<file path="config.mk">
export PLATFORM = sky130hd
export DESIGN_NAME = irq_status_ctrl
export DESIGN_NICKNAME = d
export VERILOG_FILES = /design/src/rtl/irq_stat_pkg.sv /design/src/rtl/pin_edge_det.sv /design/src/rtl/sticky_flag.sv /design/src/rtl/periph_reduce.sv /design/src/rtl/irq_status_ctrl.sv
export SDC_FILE = /design/constraint.sdc
export NUM_CORES = 1
export LEC_CHECK = 0
export BUFFER_PORTS_ARGS = -buffer_cell sky130_fd_sc_hd__buf_4
export CAP_MARGIN = 20
export CORE_MARGIN = 5
export CORE_UTILIZATION = 37
export CTS_CLUSTER_SIZE = 24
export DETAILED_ROUTE_END_ITERATION = 6
export GPL_ROUTABILITY_DRIVEN = 0
export PLACE_DENSITY = 0.75
export REMOVE_ABC_BUFFERS = 1
export SLEW_MARGIN = 10
export SYNTH_ARGS = -nofsm -noshare
export SYNTH_HDL_FRONTEND = slang
export SYNTH_SLANG_ARGS = --single-unit
</file>
<file path="constraint.sdc">
create_clock -name clk -period 1.4 [get_ports clk]
set_input_delay 0.35 -clock clk [delete_from_list [all_inputs] [get_ports clk]]
set_output_delay 0.35 -clock clk [all_outputs]
set_load 0.1 [all_outputs]
</file>
<file path="src/rtl/irq_stat_pkg.sv">
package irq_stat_pkg;

  localparam int STAT_W = 8;
  localparam int NUM_FLAGS = 3;   // pin A, timer, pin B
  localparam int NUM_EN = 4;

  // status bit positions; enables at i, sticky flags at FLAG_BASE + i
  localparam int B_EN_A  = 0;
  localparam int B_EN_T  = 1;
  localparam int B_EN_B  = 2;
  localparam int B_EN_P  = 3;
  localparam int FLAG_BASE = 4;
  localparam int B_FL_A  = 4;
  localparam int B_FL_T  = 5;
  localparam int B_FL_B  = 6;
  localparam int B_FL_P  = 7;

  typedef enum logic [1:0] {
    SRC_PIN_A  = 2'd0,
    SRC_TMR    = 2'd1,
    SRC_PIN_B  = 2'd2,
    SRC_PERIPH = 2'd3
  } irq_src_e;

  typedef struct packed {
    logic pflag;
    logic fl_b;
    logic fl_t;
    logic fl_a;
    logic en_p;
    logic en_b;
    logic en_t;
    logic en_a;
  } stat_t;

  // edge of the selected direction between two successive samples
  function automatic logic edge_hit(logic prev, logic cur, logic rise_sel);
    return (prev != cur) && (cur == rise_sel);
  endfunction

  // sticky flag update: an event dominates a clearing write
  function automatic logic flag_next(logic cur, logic evt, logic wr, logic wbit);
    return evt | (cur & ~(wr & ~wbit));
  endfunction

endpackage

</file>
<file path="src/rtl/pin_edge_det.sv">
module pin_edge_det #(
  parameter int SYNC_STAGES = 2
) (
  input  logic clk,
  input  logic rst_n,
  input  logic pin_i,
  input  logic rise_sel_i,
  output logic edge_o
);
  import irq_stat_pkg::*;

  localparam int LAST = SYNC_STAGES - 1;

  logic [SYNC_STAGES-1:0] sync_q;
  logic                   prev_q;
  logic                   synced;

  generate
    for (genvar s = 0; s < SYNC_STAGES; s++) begin : g_sync
      if (s == 0) begin : g_first
        always_ff @(posedge clk or negedge rst_n) begin
          if (!rst_n) sync_q[s] <= 1'b0;
          else        sync_q[s] <= pin_i;
        end
      end else begin : g_next
        always_ff @(posedge clk or negedge rst_n) begin
          if (!rst_n) sync_q[s] <= 1'b0;
          else        sync_q[s] <= sync_q[s-1];
        end
      end
    end
  endgenerate

  assign synced = sync_q[LAST];

  always_ff @(posedge clk or negedge rst_n) begin
    if (!rst_n) prev_q <= 1'b0;
    else        prev_q <= synced;
  end

  assign edge_o = edge_hit(prev_q, synced, rise_sel_i);

  // two detections in a row would need two changes in the same direction
  AST_ONE_DIRECTION: assert property (@(posedge clk) disable iff (!rst_n)
    ($past(edge_o) && $stable(rise_sel_i)) |-> !edge_o);

endmodule

</file>
<file path="src/rtl/sticky_flag.sv">
module sticky_flag (
  input  logic clk,
  input  logic rst_n,
  input  logic evt_i,
  input  logic wr_i,
  input  logic wbit_i,
  output logic flag_o
);
  import irq_stat_pkg::*;

  logic flag_q;

  always_ff @(posedge clk or negedge rst_n) begin
    if (!rst_n) flag_q <= 1'b0;
    else        flag_q <= flag_next(flag_q, evt_i, wr_i, wbit_i);
  end

  assign flag_o = flag_q;

  AST_EVENT_WINS: assert property (@(posedge clk) disable iff (!rst_n)
    evt_i |=> flag_o);

  AST_SET_ONLY_BY_EVENT: assert property (@(posedge clk) disable iff (!rst_n)
    (!$past(flag_o) && !$past(evt_i)) |-> !flag_o);

  AST_HOLD_WITHOUT_CLEAR: assert property (@(posedge clk) disable iff (!rst_n)
    (flag_o && !wr_i) |=> flag_o);

endmodule

</file>
<file path="src/rtl/periph_reduce.sv">
module periph_reduce #(
  parameter int NUM_PERIPH = 8
) (
  input  logic                  clk,
  input  logic                  rst_n,
  input  logic [NUM_PERIPH-1:0] flag_i,
  input  logic [NUM_PERIPH-1:0] en_i,
  output logic                  any_o
);

  logic [NUM_PERIPH-1:0] hit;

  generate
    for (genvar p = 0; p < NUM_PERIPH; p++) begin : g_hit
      assign hit[p] = flag_i[p] & en_i[p];
    end
  endgenerate

  always_comb begin
    any_o = 1'b0;
    for (int p = 0; p < NUM_PERIPH; p++) any_o = any_o | hit[p];
  end

  AST_PFLAG_NEEDS_ENABLE: assert property (@(posedge clk) disable iff (!rst_n)
    any_o |-> (en_i != '0) && (flag_i != '0));

endmodule

</file>
<file path="src/rtl/irq_status_ctrl.sv">
module irq_status_ctrl #(
  parameter int NUM_PERIPH  = 8,
  parameter int SYNC_STAGES = 2
) (
  input  logic                  clk,
  input  logic                  rst_n,
  input  logic                  pin_a_i,
  input  logic                  pin_b_i,
  input  logic                  pin_a_rise_i,
  input  logic                  pin_b_rise_i,
  input  logic                  tmr_wrap_i,
  input  logic [NUM_PERIPH-1:0] periph_flag_i,
  input  logic [NUM_PERIPH-1:0] periph_en_i,
  input  logic                  glb_dis_i,
  input  logic                  stat_wr_i,
  input  logic [7:0]            stat_wdata_i,
  output logic [7:0]            stat_rdata_o,
  output logic                  irq_o,
  output logic                  wake_o
);
  import irq_stat_pkg::*;

  logic [1:0]           pin_in;
  logic [1:0]           pin_sel;
  logic [1:0]           pin_edge;      // [0] pin A, [1] pin B
  logic [NUM_FLAGS-1:0] flag_evt;
  logic [NUM_FLAGS-1:0] flag_vec;
  logic [NUM_EN-1:0]    en_q;
  logic                 periph_any;
  logic [NUM_EN-1:0]    pend_vec;
  stat_t                stat;
  logic                 unused_wbit;

  assign pin_in  = {pin_b_i, pin_a_i};
  assign pin_sel = {pin_b_rise_i, pin_a_rise_i};

  generate
    for (genvar k = 0; k < 2; k++) begin : g_pin
      pin_edge_det #(.SYNC_STAGES(SYNC_STAGES)) u_det (
        .clk        (clk),
        .rst_n      (rst_n),
        .pin_i      (pin_in[k]),
        .rise_sel_i (pin_sel[k]),
        .edge_o     (pin_edge[k])
      );
    end
  endgenerate

  assign flag_evt[SRC_PIN_A] = pin_edge[0];
  assign flag_evt[SRC_TMR]   = tmr_wrap_i;
  assign flag_evt[SRC_PIN_B] = pin_edge[1];

  generate
    for (genvar f = 0; f < NUM_FLAGS; f++) begin : g_flag
      sticky_flag u_flag (
        .clk    (clk),
        .rst_n  (rst_n),
        .evt_i  (flag_evt[f]),
        .wr_i   (stat_wr_i),
        .wbit_i (stat_wdata_i[FLAG_BASE + f]),
        .flag_o (flag_vec[f])
      );
    end
  endgenerate

  always_ff @(posedge clk or negedge rst_n) begin
    if (!rst_n)         en_q <= '0;
    else if (stat_wr_i) en_q <= stat_wdata_i[NUM_EN-1:0];
  end

  assign unused_wbit = stat_wdata_i[B_FL_P];

  periph_reduce #(.NUM_PERIPH(NUM_PERIPH)) u_periph (
    .clk    (clk),
    .rst_n  (rst_n),
    .flag_i (periph_flag_i),
    .en_i   (periph_en_i),
    .any_o  (periph_any)
  );

  always_comb begin
    stat.en_a  = en_q[B_EN_A];
    stat.en_t  = en_q[B_EN_T];
    stat.en_b  = en_q[B_EN_B];
    stat.en_p  = en_q[B_EN_P];
    stat.fl_a  = flag_vec[SRC_PIN_A];
    stat.fl_t  = flag_vec[SRC_TMR];
    stat.fl_b  = flag_vec[SRC_PIN_B];
    stat.pflag = periph_any;
  end

  assign stat_rdata_o = stat;

  assign pend_vec = {stat.pflag & stat.en_p, stat.fl_b & stat.en_b,
                     stat.fl_t & stat.en_t, stat.fl_a & stat.en_a};

  assign irq_o  = ~glb_dis_i & (|pend_vec);
  assign wake_o = pend_vec[SRC_PIN_A] | pend_vec[SRC_PIN_B];

  AST_RESET_QUIET: assert property (@(posedge clk) disable iff (!rst_n)
    $rose(rst_n) |-> (stat_rdata_o[6:0] == 7'd0));

  AST_IRQ_HAS_SOURCE: assert property (@(posedge clk) disable iff (!rst_n)
    irq_o |-> (stat_rdata_o[7:4] != 4'd0) && !glb_dis_i);

  AST_WAKE_FROM_PIN: assert property (@(posedge clk) disable iff (!rst_n)
    wake_o |-> (stat_rdata_o[B_FL_A] | stat_rdata_o[B_FL_B]));

  AST_TIMER_SETS: assert property (@(posedge clk) disable iff (!rst_n)
    tmr_wrap_i |=> stat_rdata_o[B_FL_T]);

  AST_PIN_B_SETS: assert property (@(posedge clk) disable iff (!rst_n)
    pin_edge[1] |=> stat_rdata_o[B_FL_B]);

endmodule

</file>
==> results.txt <==
Along the worst hold path, the cell count comes to 1. Cells with a size suffix above 1 make up 62.9% of the layout. The first-pass GRT wire length is 2440 µm.

The final non-filler cell total is 105. The first-pass detailed-route iteration total is 2. STA classifies the critical path startpoint as a flip-flop. The height of the chip came out at 49.1 µm. The worst setup path is captured at an output port. The total of flip-flops plus latches after synthesis is 13. The detail route stage leaves a number of antenna-violating nets equal to 0. The number of vias per cell after detailed routing came out at 4.90.

The CTS buffer count is 3. After clock tree synthesis, the clock-pin slew on the worst setup and hold paths is 90 ps. The die extent in x is 49.1 µm. Counting tap cells, the placed design contains a total of 98 instances. The depth of the most critical reg-to-reg path came out at 2.

In the routed design, unresolved DRC markers number 0. The clock tree root driver cell is sky130_fd_sc_hd__clkbuf_4. Entering global routing, the biggest net connects 14 pins. Setup repair after global routing could not meet its margin everywhere. After detailed routing, the average wire length per cell comes to 13.8 µm.

The final critical-path setup slack came out at -233 ps. CTS saw 13 sinks. Across every metal layer, demand over resource in global routing totals 12.9%. The remaining global-route overflow came out at 0. TritonCTS built the clock tree. The overall power is 1.19 mW. The initial utilization of the core area, before any placement, comes to 38.4%. In this run, synthesis inferred 0 flip-flops with an integrated enable. The initial antenna violation count is 0.

The synthesized design devotes to its leading area cell type 57.5% of total area. The worst flop-to-flop path startpoint is en_q[2]. The final routed wirelength across all metal layers came out at 1450 µm. The peak clock frequency supported by timing is 613 MHz. The via count of the first global-routing pass came to 554. The layout-stage area growth over the synthesis result came out at 75.7%.

The number of buffers between clock root and the deepest sink came out at 2. For this run, the leading register cell type out of synthesis is sky130_fd_sc_hd__dfrtp_1. The count of vias placed by the detailed router is 515.

The number of maximum-capacitance constraint violations came out at 0. The smallest clock period supported by the final layout is computed as 1630 ps. The number of standard cells after synthesis came out at 42. The layout net count came out at 123.

Setup violations remaining at the end of the flow were counted as 3. The region available for standard cell placement spans 1470 µm². The Yosys step of the flow raised 0 warnings. The worst slew slack as a fraction of its limit came out at 81.4%. The transition at the pin with the smallest max-transition slack came out at 282 ps.

The slowest stage of the critical path is the sky130_fd_sc_hd__dfrtp_1 cell. At the worst endpoint, the required time is 1050 ps. The leakage power total came out at 0.486 nW.

The final-report max-slew violation count is 0. The number of distinct library cell variants in the gate-level netlist after synthesis came out at 19. The post-synthesis area per instance came out at 13.5 µm². For hold timing, the worst endpoint is g_pin[0].u_det.sync_q[0]. By startpoint and endpoint, the worst setup path is classified as flip-flop to output port.

Traced cell by cell, the critical path runs through a22o_1 > a21oi_2 > o2bb2ai_1 > buf_6. The maximum resistive drop on vdd came out at 0.717 mV. The fill cell total of the finished layout is 123. The area of the mapped netlist is 566 µm². The min-delay analysis places its worst path in the category input port to flip-flop.

The initial DRC count is 5. Data on the critical path arrives at its endpoint at 1280 ps. For the final database, setup skew stands at 11.8 ps.

After synthesis, the share of flip-flops with an asynchronous set or reset is 100%. The source of the worst hold timing path is pin_a_i. For flop-to-flop paths, the worst setup slack is 480 ps.

The critical-path maximum fanout came out at 2. Dividing total power by cell area gives a power density of 1190 nW/µm². Yosys attributes the largest share of cell area to sky130_fd_sc_hd__dfrtp_1 (58%), sky130_fd_sc_hd__mux2_1 (8.0%), sky130_fd_sc_hd__a22oi_2 (6.6%). The sequential fraction of the synthesis area is 57.5%. The insertion delay to the later sink of the worst-skew pair is 280 ps. The final period utilization is 117%.

The checks that failed: setup timing. 0 antenna diodes ended up in the layout. The count of buffers inserted at the top-level ports is 41. The floorplan die area came out at 2410 µm². The library cell occupying the most area in the post-synthesis netlist is sky130_fd_sc_hd__dfrtp_1. The I/O pin total is 43.

CTS built an H-tree with a depth of 1. The total number of placement rows came out at 14. The delay of the slowest critical-path stage is 380 ps. The endpoint identified for the worst register-to-register timing path is en_q[2]. The run finished, with violations left. The count of final hold-check violations was 0.
==> layer usage <==
layer	global-route usage, %	wire, µm	vias up	part of all wire (%)
met2	21.9	728	32	50
met1	13.1	544	238	37
li1	-	-	245	-
met3	8.56	180	0	12
met5	0	0	-	0
met4	2.69	0	0	0
==> placed cells by master, fill, tap and decap left out, types with 2 or more instances in the layout <==
master,instances
sky130_fd_sc_hd__buf_4,39
sky130_fd_sc_hd__dfrtp_1,13
sky130_fd_sc_hd__mux2_1,4
sky130_fd_sc_hd__buf_6,4
sky130_fd_sc_hd__a22oi_2,3
sky130_fd_sc_hd__o21ai_1,3
sky130_fd_sc_hd__clkbuf_4,3
sky130_fd_sc_hd__buf_12,3
sky130_fd_sc_hd__nand2_1,2
==> synth_stat cells, types with 2 or more instances <==
cell type                 count
sky130_fd_sc_hd__dfrtp_1     13
sky130_fd_sc_hd__buf_4        4
sky130_fd_sc_hd__mux2_1       4
sky130_fd_sc_hd__a22oi_2      3
sky130_fd_sc_hd__o21ai_1      3
sky130_fd_sc_hd__nand2_1      2
==> worst max-delay path by stage <==
stage | from | to | slack [ps]
floorplan | g_flag[2].u_flag.flag_o | irq_o | -2370
global placement | periph_flag_i[5] | irq_o | -100
detailed placement | periph_flag_i[5] | irq_o | -110
CTS | g_flag[2].u_flag.flag_o | irq_o | -270
global route | g_flag[2].u_flag.flag_o | irq_o | -300
finish | en_q[2] | irq_o | -230
==> sequential cells by signal, indices dropped and copies added, names as in the netlist <==
name,flops
en_q,4
g_flag.u_flag.flag_o,3
g_pin.u_det.prev_q,2
g_pin.u_det.sync_q,2
g_pin.u_det.synced,2
==> critical path: cells and delay by family, from the launching register on <==
kind                   cells  cell delay [ps]
buffers and inverters      1              180
DFF                        1              380
AOI/OAI and AO/OA          3              430
==> report_power, final <==
part | internal (mW) | total, mW | switching, mW | leakage [nW]
sequential | 0.406 | 0.425 | 0.0190 | 0.150
clock | 0.111 | 0.234 | 0.124 | 0.0150
combinational | 0.199 | 0.527 | 0.328 | 0.321
==> metrics by stage <==
step | util, % | TNS (ps) | setup WS [ps] | area, µm² | hold WS [ps]
6_report | 67.5 | -429 | -233 | 993 | 181
4_1_cts | 65.9 | -466 | -267 | 970 | 176
3_5_place_dp | 60.2 | -115 | -115 | 886 | 201
2_1_floorplan | - | -3240 | -2370 | 536 | 54.4
5_1_grt | 67.5 | -582 | -300 | 993 | 164
3_3_place_gp | 60.2 | -102 | -102 | 886 | 199
==> cell families after synthesis <==
kind of cell / synth area share, %
AND/OR/NAND/NOR: 10.2
multiplexers: 7.96
buffers and inverters: 5.97
AO/OA/AOI/OAI: 18.4
flip-flops: 57.5
==> area by class of cell <==
class | instances | area, µm² | share of cell area (%)
clock buffer | 4 | 26.3 | 2.64
inverter | 1 | 3.75 | 0.378
multi-input combinational | 24 | 210 | 21.2
sequential | 13 | 325 | 32.7
tap | 16 | 20.0 | 2.02
timing repair buffer | 47 | 408 | 41.1
==> repair_timing <==
action | in CTS | in global routing
setup buffers | 2 | 1
hold buffers | 1 | 0
hold endpoints to repair | 13 | 0
endpoints found under the setup margin | 2 | 6
resized for setup | 8 | 6
pin swaps | 2 | 1
Power figures use the tool's default switching activity.
